--- config.mk ---
export PLATFORM = sky130hd
export DESIGN_NAME = tex_fetch_queues
export DESIGN_NICKNAME = d
export VERILOG_FILES = /design/src/rtl/tex_fetch_pkg.sv /design/src/rtl/tex_fetch_ctrl.sv /design/src/rtl/tex_fetch_dpath.sv /design/src/rtl/tex_fetch_queues.sv
export SDC_FILE = /design/constraint.sdc
export NUM_CORES = 2
export LEC_CHECK = 0
export ABC_AREA = 1
export CELL_PAD_IN_SITES_DETAIL_PLACEMENT = 0
export CELL_PAD_IN_SITES_GLOBAL_PLACEMENT = 1
export CORE_ASPECT_RATIO = 1.75
export CORE_MARGIN = 3
export CORE_UTILIZATION = 40
export DETAILED_ROUTE_END_ITERATION = 7
export GPL_TIMING_DRIVEN = 0
export HOLD_SLACK_MARGIN = 0.15
export PLACE_DENSITY = 0.8
export SETUP_SLACK_MARGIN = 0.2
export SYNTH_ARGS = -nofsm -noshare
export SYNTH_HDL_FRONTEND = slang
export SYNTH_SLANG_ARGS = --single-unit
export TNS_END_PERCENT = 10
--- constraint.sdc ---
create_clock -name clk -period 11.9 [get_ports clk]
set_input_delay 2.38 -clock clk [delete_from_list [all_inputs] [get_ports clk]]
set_output_delay 2.38 -clock clk [all_outputs]
set_load 0.03 [all_outputs]
--- src/rtl/tex_fetch_pkg.sv ---
package tex_fetch_pkg;

  localparam logic [1:0] SEL_S = 2'd0;
  localparam logic [1:0] SEL_T = 2'd1;
  localparam logic [1:0] SEL_R = 2'd2;
  localparam logic [1:0] SEL_B = 2'd3;

  // strobes from control to datapath
  typedef struct packed {
    logic       pendWr;      // latch a t/r/b into the open request
    logic       commit;      // close the open request with s
    logic [3:0] commitMask;  // components in the closing request, bit = select code
    logic       dispatch;    // head request taken by the sampler
    logic       rspPush;     // store a colour word
    logic       resPop;      // drop the head colour word
  } tex_stb_t;

  // one queued request descriptor
  typedef struct packed {
    logic       direct;
    logic       fmt16;
    logic [3:0] mask;
  } tex_desc_t;

  // slot order inside a request: t, r, b, then s
  function automatic logic [1:0] slotComp(input int k);
    return (k == 3) ? SEL_S : 2'(k + 1);
  endfunction

endpackage

--- src/rtl/tex_fetch_ctrl.sv ---
module tex_fetch_ctrl
  import tex_fetch_pkg::*;
#(
  parameter int REQ_DEPTH = 8,
  parameter int RES_DEPTH = 8
) (
  input  logic                           clk,
  input  logic                           rstN,
  input  logic                           compWr,
  input  logic [1:0]                     compSel,
  input  logic [3:0]                     headMask,
  input  logic                           headFmt16,
  input  logic                           smpReady,
  input  logic                           rspValid,
  input  logic                           rdEn,
  output tex_stb_t                       stb,
  output logic                           reqFull,
  output logic [$clog2(REQ_DEPTH+1)-1:0] reqLevel,
  output logic                           smpValid,
  output logic                           rdErr,
  output logic                           resFull,
  output logic [$clog2(RES_DEPTH+1)-1:0] resLevel
);

  localparam int RQ_CW = $clog2(REQ_DEPTH + 1);
  localparam int RS_CW = $clog2(RES_DEPTH + 1);

  logic [RQ_CW-1:0] slotCnt;   // slots held by closed requests
  logic [RQ_CW-1:0] descCnt;   // closed requests waiting
  logic [2:0]       pendMask;  // open request: bit0 t, bit1 r, bit2 b
  logic [RS_CW-1:0] resCnt;    // colour words stored
  logic [RS_CW-1:0] resRsv;    // colour words owed by the sampler

  logic [RQ_CW-1:0] pendNum, headNum, usedNow;
  logic [RS_CW:0]   resNeed, resProj;
  logic             accept, isS;

  always_comb begin
    pendNum = RQ_CW'(pendMask[0]) + RQ_CW'(pendMask[1]) + RQ_CW'(pendMask[2]);
    headNum = RQ_CW'(headMask[0]) + RQ_CW'(headMask[1]) +
              RQ_CW'(headMask[2]) + RQ_CW'(headMask[3]);
    usedNow = slotCnt + pendNum;
    reqFull = (usedNow == RQ_CW'(REQ_DEPTH));
    accept  = compWr && !reqFull;
    isS     = (compSel == SEL_S);
    resNeed = headFmt16 ? (RS_CW+1)'(2) : (RS_CW+1)'(1);
    resProj = {1'b0, resCnt} + {1'b0, resRsv} + resNeed;
    smpValid = (descCnt != '0) && (resProj <= (RS_CW+1)'(RES_DEPTH));

    stb.pendWr     = accept && !isS;
    stb.commit     = accept && isS;
    stb.commitMask = {pendMask, 1'b1};
    stb.dispatch   = smpValid && smpReady;
    stb.rspPush    = rspValid;
    stb.resPop     = rdEn && (resCnt != '0);

    rdErr    = rdEn && (resCnt == '0);
    resFull  = (resCnt == RS_CW'(RES_DEPTH));
    reqLevel = usedNow;
    resLevel = resCnt;
  end

  always_ff @(posedge clk) begin
    if (!rstN) begin
      slotCnt  <= '0;
      descCnt  <= '0;
      pendMask <= '0;
      resCnt   <= '0;
      resRsv   <= '0;
    end else begin
      slotCnt <= slotCnt + (stb.commit ? pendNum + RQ_CW'(1) : '0)
                         - (stb.dispatch ? headNum : '0);
      descCnt <= descCnt + RQ_CW'(stb.commit) - RQ_CW'(stb.dispatch);
      if (stb.commit)
        pendMask <= '0;
      else if (stb.pendWr)
        pendMask[compSel - 2'd1] <= 1'b1;
      resRsv <= resRsv + (stb.dispatch ? resNeed[RS_CW-1:0] : '0)
                       - RS_CW'(stb.rspPush);
      resCnt <= resCnt + RS_CW'(stb.rspPush) - RS_CW'(stb.resPop);
    end
  end

  AST_REFUSED_KEEPS_LEVEL: assert property (@(posedge clk) disable iff (!rstN)
    compWr && reqFull && !stb.dispatch |=> reqLevel == $past(reqLevel));

  AST_REQ_BOUND: assert property (@(posedge clk) disable iff (!rstN)
    reqLevel <= RQ_CW'(REQ_DEPTH));

  AST_RSP_OWED: assert property (@(posedge clk) disable iff (!rstN)
    rspValid |-> resRsv != '0);

  AST_DISPATCH_ROOM: assert property (@(posedge clk) disable iff (!rstN)
    stb.dispatch |=> ({1'b0, resCnt} + {1'b0, resRsv}) <= (RS_CW+1)'(RES_DEPTH));

  AST_NO_OVERFLOW: assert property (@(posedge clk) disable iff (!rstN)
    rspValid |-> resCnt != RS_CW'(RES_DEPTH));

  AST_EMPTY_POP: assert property (@(posedge clk) disable iff (!rstN)
    rdErr |=> resLevel == RS_CW'($past(rspValid)));

endmodule

--- src/rtl/tex_fetch_dpath.sv ---
module tex_fetch_dpath
  import tex_fetch_pkg::*;
#(
  parameter int DATA_W    = 32,
  parameter int REQ_DEPTH = 8,
  parameter int RES_DEPTH = 8
) (
  input  logic              clk,
  input  logic              rstN,
  input  tex_stb_t          stb,
  input  logic [1:0]        compSel,
  input  logic [DATA_W-1:0] compData,
  input  logic              compFmt16,
  input  logic              compDirect,
  input  logic [DATA_W-1:0] rspData,
  output logic [3:0]        headMask,
  output logic              headFmt16,
  output logic              headDirect,
  output logic [DATA_W-1:0] headS,
  output logic [DATA_W-1:0] headT,
  output logic [DATA_W-1:0] headR,
  output logic [DATA_W-1:0] headB,
  output logic [DATA_W-1:0] rdData
);

  localparam int QP_W = $clog2(REQ_DEPTH);
  localparam int RP_W = $clog2(RES_DEPTH);

  logic [DATA_W-1:0] slotMem [REQ_DEPTH];
  tex_desc_t         descMem [REQ_DEPTH];
  logic [DATA_W-1:0] resMem  [RES_DEPTH];
  logic [DATA_W-1:0] pendData [3];

  logic [QP_W-1:0] slotWr, slotRd, descWr, descRd;
  logic [RP_W-1:0] resWr, resRd;

  logic [QP_W-1:0]   wrOff [4];
  logic [QP_W-1:0]   rdOff [4];
  logic [DATA_W-1:0] compVal [4];
  logic [DATA_W-1:0] headVal [4];
  tex_desc_t         headDesc;

  always_comb begin
    logic [QP_W-1:0] wAcc, rAcc;
    headDesc = descMem[descRd];
    wAcc = '0;
    rAcc = '0;
    compVal[0] = compData;
    for (int c = 1; c < 4; c++) compVal[c] = pendData[c-1];
    for (int k = 0; k < 4; k++) begin
      wrOff[k] = wAcc;
      rdOff[k] = rAcc;
      if (stb.commitMask[slotComp(k)]) wAcc = wAcc + QP_W'(1);
      if (headDesc.mask[slotComp(k)])  rAcc = rAcc + QP_W'(1);
    end
    for (int k = 0; k < 4; k++)
      headVal[slotComp(k)] = headDesc.mask[slotComp(k)] ?
                             slotMem[slotRd + rdOff[k]] : '0;
  end

  assign headMask   = headDesc.mask;
  assign headFmt16  = headDesc.fmt16;
  assign headDirect = headDesc.direct;
  assign headS      = headVal[0];
  assign headT      = headVal[1];
  assign headR      = headVal[2];
  assign headB      = headVal[3];
  assign rdData     = resMem[resRd];

  // open request components and closed slot storage
  always_ff @(posedge clk) begin
    if (stb.pendWr) pendData[compSel - 2'd1] <= compData;
    if (stb.commit) begin
      for (int k = 0; k < 4; k++)
        if (stb.commitMask[slotComp(k)])
          slotMem[slotWr + wrOff[k]] <= compVal[slotComp(k)];
      descMem[descWr] <= '{direct: compDirect, fmt16: compFmt16,
                           mask: stb.commitMask};
    end
    if (stb.rspPush) resMem[resWr] <= rspData;
  end

  always_ff @(posedge clk) begin
    if (!rstN) begin
      slotWr <= '0;
      slotRd <= '0;
      descWr <= '0;
      descRd <= '0;
      resWr  <= '0;
      resRd  <= '0;
    end else begin
      if (stb.commit) begin
        slotWr <= slotWr + wrOff[3] + QP_W'(1);
        descWr <= descWr + QP_W'(1);
      end
      if (stb.dispatch) begin
        slotRd <= slotRd + rdOff[3] + QP_W'(1);
        descRd <= descRd + QP_W'(1);
      end
      if (stb.rspPush) resWr <= resWr + RP_W'(1);
      if (stb.resPop)  resRd <= resRd + RP_W'(1);
    end
  end

  AST_HEAD_HAS_S: assert property (@(posedge clk) disable iff (!rstN)
    stb.dispatch |-> headMask[0]);

  AST_COMMIT_CLOSES_WITH_S: assert property (@(posedge clk) disable iff (!rstN)
    stb.commit |-> compSel == SEL_S);

endmodule

--- src/rtl/tex_fetch_queues.sv ---
module tex_fetch_queues
  import tex_fetch_pkg::*;
#(
  parameter int DATA_W    = 32,
  parameter int REQ_DEPTH = 8,
  parameter int RES_DEPTH = 8
) (
  input  logic                           clk,
  input  logic                           rstN,
  input  logic                           compWr,
  input  logic [1:0]                     compSel,
  input  logic [DATA_W-1:0]              compData,
  input  logic                           compFmt16,
  input  logic                           compDirect,
  output logic                           reqFull,
  output logic [$clog2(REQ_DEPTH+1)-1:0] reqLevel,
  output logic                           smpValid,
  input  logic                           smpReady,
  output logic [3:0]                     smpMask,
  output logic [DATA_W-1:0]              smpS,
  output logic [DATA_W-1:0]              smpT,
  output logic [DATA_W-1:0]              smpR,
  output logic [DATA_W-1:0]              smpB,
  output logic                           smpFmt16,
  output logic                           smpDirect,
  input  logic                           rspValid,
  input  logic [DATA_W-1:0]              rspData,
  input  logic                           rdEn,
  output logic [DATA_W-1:0]              rdData,
  output logic                           rdErr,
  output logic                           resFull,
  output logic [$clog2(RES_DEPTH+1)-1:0] resLevel
);

  tex_stb_t stb;

  tex_fetch_ctrl #(.REQ_DEPTH(REQ_DEPTH), .RES_DEPTH(RES_DEPTH)) ctrl_i (
    .clk(clk), .rstN(rstN), .compWr(compWr), .compSel(compSel),
    .headMask(smpMask), .headFmt16(smpFmt16), .smpReady(smpReady),
    .rspValid(rspValid), .rdEn(rdEn), .stb(stb), .reqFull(reqFull),
    .reqLevel(reqLevel), .smpValid(smpValid), .rdErr(rdErr),
    .resFull(resFull), .resLevel(resLevel)
  );

  tex_fetch_dpath #(.DATA_W(DATA_W), .REQ_DEPTH(REQ_DEPTH),
                    .RES_DEPTH(RES_DEPTH)) dpath_i (
    .clk(clk), .rstN(rstN), .stb(stb), .compSel(compSel),
    .compData(compData), .compFmt16(compFmt16), .compDirect(compDirect),
    .rspData(rspData), .headMask(smpMask), .headFmt16(smpFmt16),
    .headDirect(smpDirect), .headS(smpS), .headT(smpT), .headR(smpR),
    .headB(smpB), .rdData(rdData)
  );

endmodule

## Word-level counts from Yosys, hierarchy flattened

Memory sizes are Yosys's and may differ from the RTL's. A register that Yosys moved wholly into a read port is not among the register bits.
Cells that the tools add are included.

- Memories: 4
- Register bits: 37
- RAM bits: 648
- Output and inout port bits: 178

Memory list:

| name | words | bits a word | read ports | clocked after memory_dff | write ports | line | source |
|---|---|---|---|---|---|---|---|
| dpath_i.resMem | 8 | 32 | 1 | 1 | 1 | tex_fetch_dpath.sv:31 | `logic [DATA_W-1:0] resMem [RES_DEPTH];` |
| dpath_i.slotMem | 8 | 32 | 4 | 1 | 4 | tex_fetch_dpath.sv:29 | `logic [DATA_W-1:0] slotMem [REQ_DEPTH];` |
| dpath_i.pendData | 3 | 32 | 3 | 0 | 1 | tex_fetch_dpath.sv:32 | `logic [DATA_W-1:0] pendData [3];` |
| dpath_i.descMem | 8 | 5 | 1 | 1 | 1 | tex_fetch_dpath.sv:30 | `tex_desc_t descMem [REQ_DEPTH];` |

- Eq/ne operators: 2
- Reductions and logical operators: 15
- Multiplexer cells: 37
- $add $sub $neg: 34
- Bitwise operators: 2
- Magnitude comparators: 3

Operator list:

| cell | number |
|---|---|
| 2-to-1 mux 32 bit | 4 |
| 2-to-1 mux 3 bit | 10 |
| adder 3 x 1 -> 3 bit, second input constant | 8 |
| adder 4 x 1 -> 4 bit | 5 |
| 2-to-1 mux 1 bit | 18 |
| adder 3 bit | 4 |
| adder 4 bit | 3 |
| 2-to-1 mux 4 bit | 3 |
| subtractor 4 x 1 -> 4 bit | 3 |
| equality test 4 bit, second input constant | 2 |
| logical AND 1 bit | 8 |
| nonzero test 4 bit | 2 |
| adder 3 x 1 -> 3 bit | 2 |
| adder 4 x 4 -> 5 bit | 1 |
| adder 5 bit | 1 |
| less-or-equal comparator 5 x 4 -> 1 bit, second input constant | 1 |
| adder 1 x 1 -> 2 bit, second input constant | 2 |
| adder 4 x 1 -> 4 bit, second input constant | 1 |
| zero test 4 bit | 1 |
| subtractor 4 bit | 1 |
| < comparator 2 x 3 -> 1 bit, second input constant | 1 |
| bitwise OR 3 bit | 1 |
| adder 1 x 1 -> 2 bit | 1 |
| adder 1 x 1 -> 2 bit, first input constant | 1 |
| other kinds (8) | 9 |

## Logic depth before layout (Yosys ltp)

- Word-level depth: 10
- Mapped depth: 25
- Depth with buffers taken out: 23

## Modules after synthesis

A second synthesis with hierarchy kept.

- Cell total of the unflattened synthesis: 5520
- Area, all modules: 43329.1 um^2

By module, submodules not included:

| module | area each (um^2) | sequential area each (um^2) | times used | cells an instance |
|---|---|---|---|---|
| tex_fetch_dpath | 41617.4 | 20239.4 | 1 | 5315 |
| tex_fetch_ctrl | 1711.6 | 380.4 | 1 | 205 |

## Worst setup path after synthesis

Ideal clock, no wire load.

- Path kind: register -> output
- Start: register (tool-made name)
- End: output smpS[22]
- Cell stages (with the launch flop): 18
- Path slack: 4704 ps
- Arrival time: 4816 ps
- Cell sequence: dfxtp_1 > buf_2 > o21ai_0 > o22ai_1 > inv_1 > o21ai_0 > inv_1 > buf_1 > fa_1 > ha_1 > inv_1 > fa_1 > inv_1 > clkbuf_1 > clkbuf_1 > clkbuf_1 > o211ai_1 > a31oi_1

RTL lines:

| item | line | source |
|---|---|---|
| to (decl) | tex_fetch_queues.sv:20 | `output logic [DATA_W-1:0] smpS,` |

==> results.py <==
metrics = {
    "clock_tree": {
        "cts_made_buffers": 54,
        "path_clk_slew_ns": 0.07,
        "cts_setup_buffers": 0,
        "cts_tree": "yes",
        "clkSinkCount": 694,
        "htree_levels": 2,
        "max-clock-path-buffers": 3,
        "ctsHoldBuffers": 0,
        "clk_latency_ns": 0.67,
        "cts_resized": 0,
        "clock-root-buffer": "clkbuf_16",
    },
    "logic_synthesis": {
        "yosysUniqueCellTypes": 40,
        "postSynthNetCount": 5948,
        "synth_warnings": 0,
        "avgSynthCellArea_um2": 7.541,
        "synth_top_area_share": 0.4443,
        "ys_ff_latch": 694,
        "synth.cell_area_um2": 43800,
        "synthCells": 5808,
        "synth_area_leaders": "edfxtp_1 44%, nand2_1 14%, a21oi_1 6.8%",
        "synth_largest_area_cell": "edfxtp_1",
        "synth_seq_area_share": 0.4653,
        "synth-edff-count": 648,
        "ys_async_sr_fraction": 0,
        "synth_top_flop_cell": "edfxtp_1",
    },
    "setup_path": {
        "crit_fanout": 11,
        "start_kind": "flop",
        "endpoint_kind": "output port",
        "required_ns": 9.52,
        "crit_type": "flop to output port",
        "critPathArrivalTime_ns": 8.47,
    },
    "placement": {
        "hpwlAfterDp_um": 162700,
        "gp_congestion": 1.033,
        "port_buffers": 249,
    },
    "layout": {
        "seq_area_um2": 20380,
        "fill_cells": 10780,
        "final_nets": 6287,
        "fin_util": 0.4652,
        "synthToLayoutAreaGrowth_pct": 15.46,
        "multiInputGateArea_um2": 19950,
        "final_layout_size_suffix_gt1_frac": 0.05022,
    },
    "pwr": {
        "p_seq_frac": 0.168,
        "power.internal_mw": 7.414,
        "p_leak_nw": 20.05,
        "p_sw_frac": 0.5659,
        "comb_power_share": 0.721,
        "p_clk_frac": 0.111,
        "peakVddDrop_mv": 0.2870,
        "power_density_nw_per_um2": 337.8,
        "switching_power_mw": 9.666,
    },
    "run_status": {
        "status": "finished clean",
    },
    "sta": {
        "hold_viol": 0,
        "slew_headroom": 0.05854,
        "holdWs_ns": 0.4601,
        "min_period_ns": 10.85,
        "finalCritPeriodShare": 0.9114,
        "tightest_slew_ns": 1.402,
        "finalClockSkew_ns": 0.07470,
        "slew_violations": 0,
        "final-setup-viol-count": 0,
        "tns_ns": 0,
        "fmax_ghz": 0.09221,
        "rsz0062_at_grt": "false",
    },
    "grt": {
        "grt_pass1_wl_um": 285600,
        "grt_max_degree": 28,
        "grt.overflow.total": 0,
        "grt_pass1_vias": 42410,
        "grt_usage": 0.3407,
        "antenna_found_initial": 9,
    },
    "die": {
        "start_util": 0.4029,
        "ios": 252,
        "die_h_um": 443.7,
        "die_width_um": 256.1,
        "core_area_um2": 108700,
        "die_area_um2": 113700,
        "num_rows": 160,
    },
    "route": {
        "drc": 0,
        "wl_um": 199000,
        "drtIter0Drc": 4700,
        "postRouteAntennaNets": 0,
        "wire_per_inst_um": 26.00,
        "dr.pass1.iters": 7,
        "avgViaCountPerCell": 5.645,
        "via_count": 43200,
    },
    "flow_run": {
        "drv_cap": 0,
    },
    "worst_hold_path": {
        "hold_class": "flop to flop",
    },
}
[kinds of logic after synthesis]
kind of cell	count (synthesis)	synth area share
simple gates	2604	0.2367
compound gates	1527	0.1909
buf+inv	900	0.08193
flops	694	0.4653
fa+ha+maj	66	0.02177
xor+xnor	16	0.003200
other cells	1	0.00008562
[final timing paths]
kind               startpoint               end  slack (ns)  depth (start not counted)
max reg2reg              flop              flop        4.93                         18
max                      flop          smpS[21]        1.05                         18
min          dpath_i.resRd[2]  dpath_i.resRd[2]        0.46                          1
min reg2reg  dpath_i.resRd[2]  dpath_i.resRd[2]        0.46                          1
[sequential cells by signal (all words and copies together) (netlist names), 4 cells and up, named ones only]
register	flops
dpath_i.resMem	256
dpath_i.slotMem	256
dpath_i.pendData	96
dpath_i.descMem	40
ctrl_i.descCnt	4
ctrl_i.resLevel	4
ctrl_i.resRsv	4
ctrl_i.slotCnt	4
[stage by stage]
step / area, um^2 / setup slack [ns] / total power [mW] / cells
6_report: 50570 / 1.055 / 17.08 / 7653
5_1_grt: 50560 / 0.8176 / 17.85 / 7651
4_1_cts: 50560 / 1.225 / 16.81 / 7651
3_5_place_dp: 48700 / 1.951 / 14.91 / 7549
3_3_place_gp: 48110 / 1.993 / 14.89 / 7515
2_1_floorplan: 43800 / 4.704 / 9.761 / 5808
[power groups by stage]
stage	logic (mW)	clock network, mW	registers [mW]
2_1_floorplan	6.86	0	2.90
3_5_place_dp	12.0	0	2.92
5_1_grt	13.0	2.01	2.88
4_1_cts	12.0	1.91	2.87
3_3_place_gp	12.0	0	2.93
6_report	12.3	1.89	2.87
[placed cells by master (no fill, tap or decap), types with 12 or more instances in the layout]
cell             synthesis  routed
a31oi_1                 66      66
clkdlybuf4s50_1          0     249
buf_12                   0      12
nand2_1               1656    1656
nand3_1                274     272
a21oi_1                599     599
o21a_1                  65      65
ha_1                    49      49
nor2_1                 581     573
edfxtp_1               648     648
buf_2                  150     150
inv_1                  337     337
buf_6                    0      12
o211ai_1               164     164
buf_1                   37      37
fa_1                    17      17
o22ai_1                 39      39
clkinv_1                34      42
clkbuf_16                0      54
clkbuf_1               328     336
buf_4                    6      15
o21ai_0                587     584
dfxtp_1                 46      46
nand4_1                 66      66
[critical path, cell delays in order (launching register included)]
cell and delay (ns):
dfxtp_1 0.34, buf_2 0.25, o21ai_0 0.16, o22ai_1 0.17, inv_1 0.05, o21ai_0 0.98, inv_1 0.40, buf_1 0.43
fa_1 0.89, ha_1 0.23, inv_1 0.05, fa_1 0.60, inv_1 0.21, clkbuf_1 0.43, clkbuf_1 0.43, clkbuf_1 0.76
o211ai_1 0.22, a31oi_1 0.41, clkdlybuf4s50_1 0.76
[layout make-up]
type,count,area share
flip-flops and latches,694,0.4030
well taps,1458,0.03608
clock inverters,39,0.009155
inverters,379,0.02813
plain buffers,521,0.04283
diodes,2,0.00009898
repair buffers,283,0.05859
clock buffers,63,0.02759
multi-input cells,4214,0.3945
[Yosys cell counts, types with 2 or more instances]
cell      count
o22ai_1      39
fa_1         17
clkbuf_1    328
and3_1        2
buf_2       150
nor3_1       10
buf_1        37
nor2_2        3
nand4_2       2
ha_1         49
a21oi_1     599
o211ai_1    164
nand3_2       2
clkinv_1     34
a31oi_1      66
edfxtp_1    648
or2_2         2
nand4_1      66
nand2_1    1656
o21ai_0     587
buf_4         6
o21a_1       65
nand3_1     274
inv_2         8
xor2_1       11
xnor2_1       5
a211oi_1      4
dfxtp_1      46
inv_1       337
nor2_1      581
[per-layer routing]
layer / GRT usage / part of all wire
met1: 0.3895 / 0.36
met2: 0.6017 / 0.49
met3: 0.03881 / 0.064
met4: 0.2212 / 0.077
met5: 0 / 0.00041
Power figures use the tool's default switching activity.
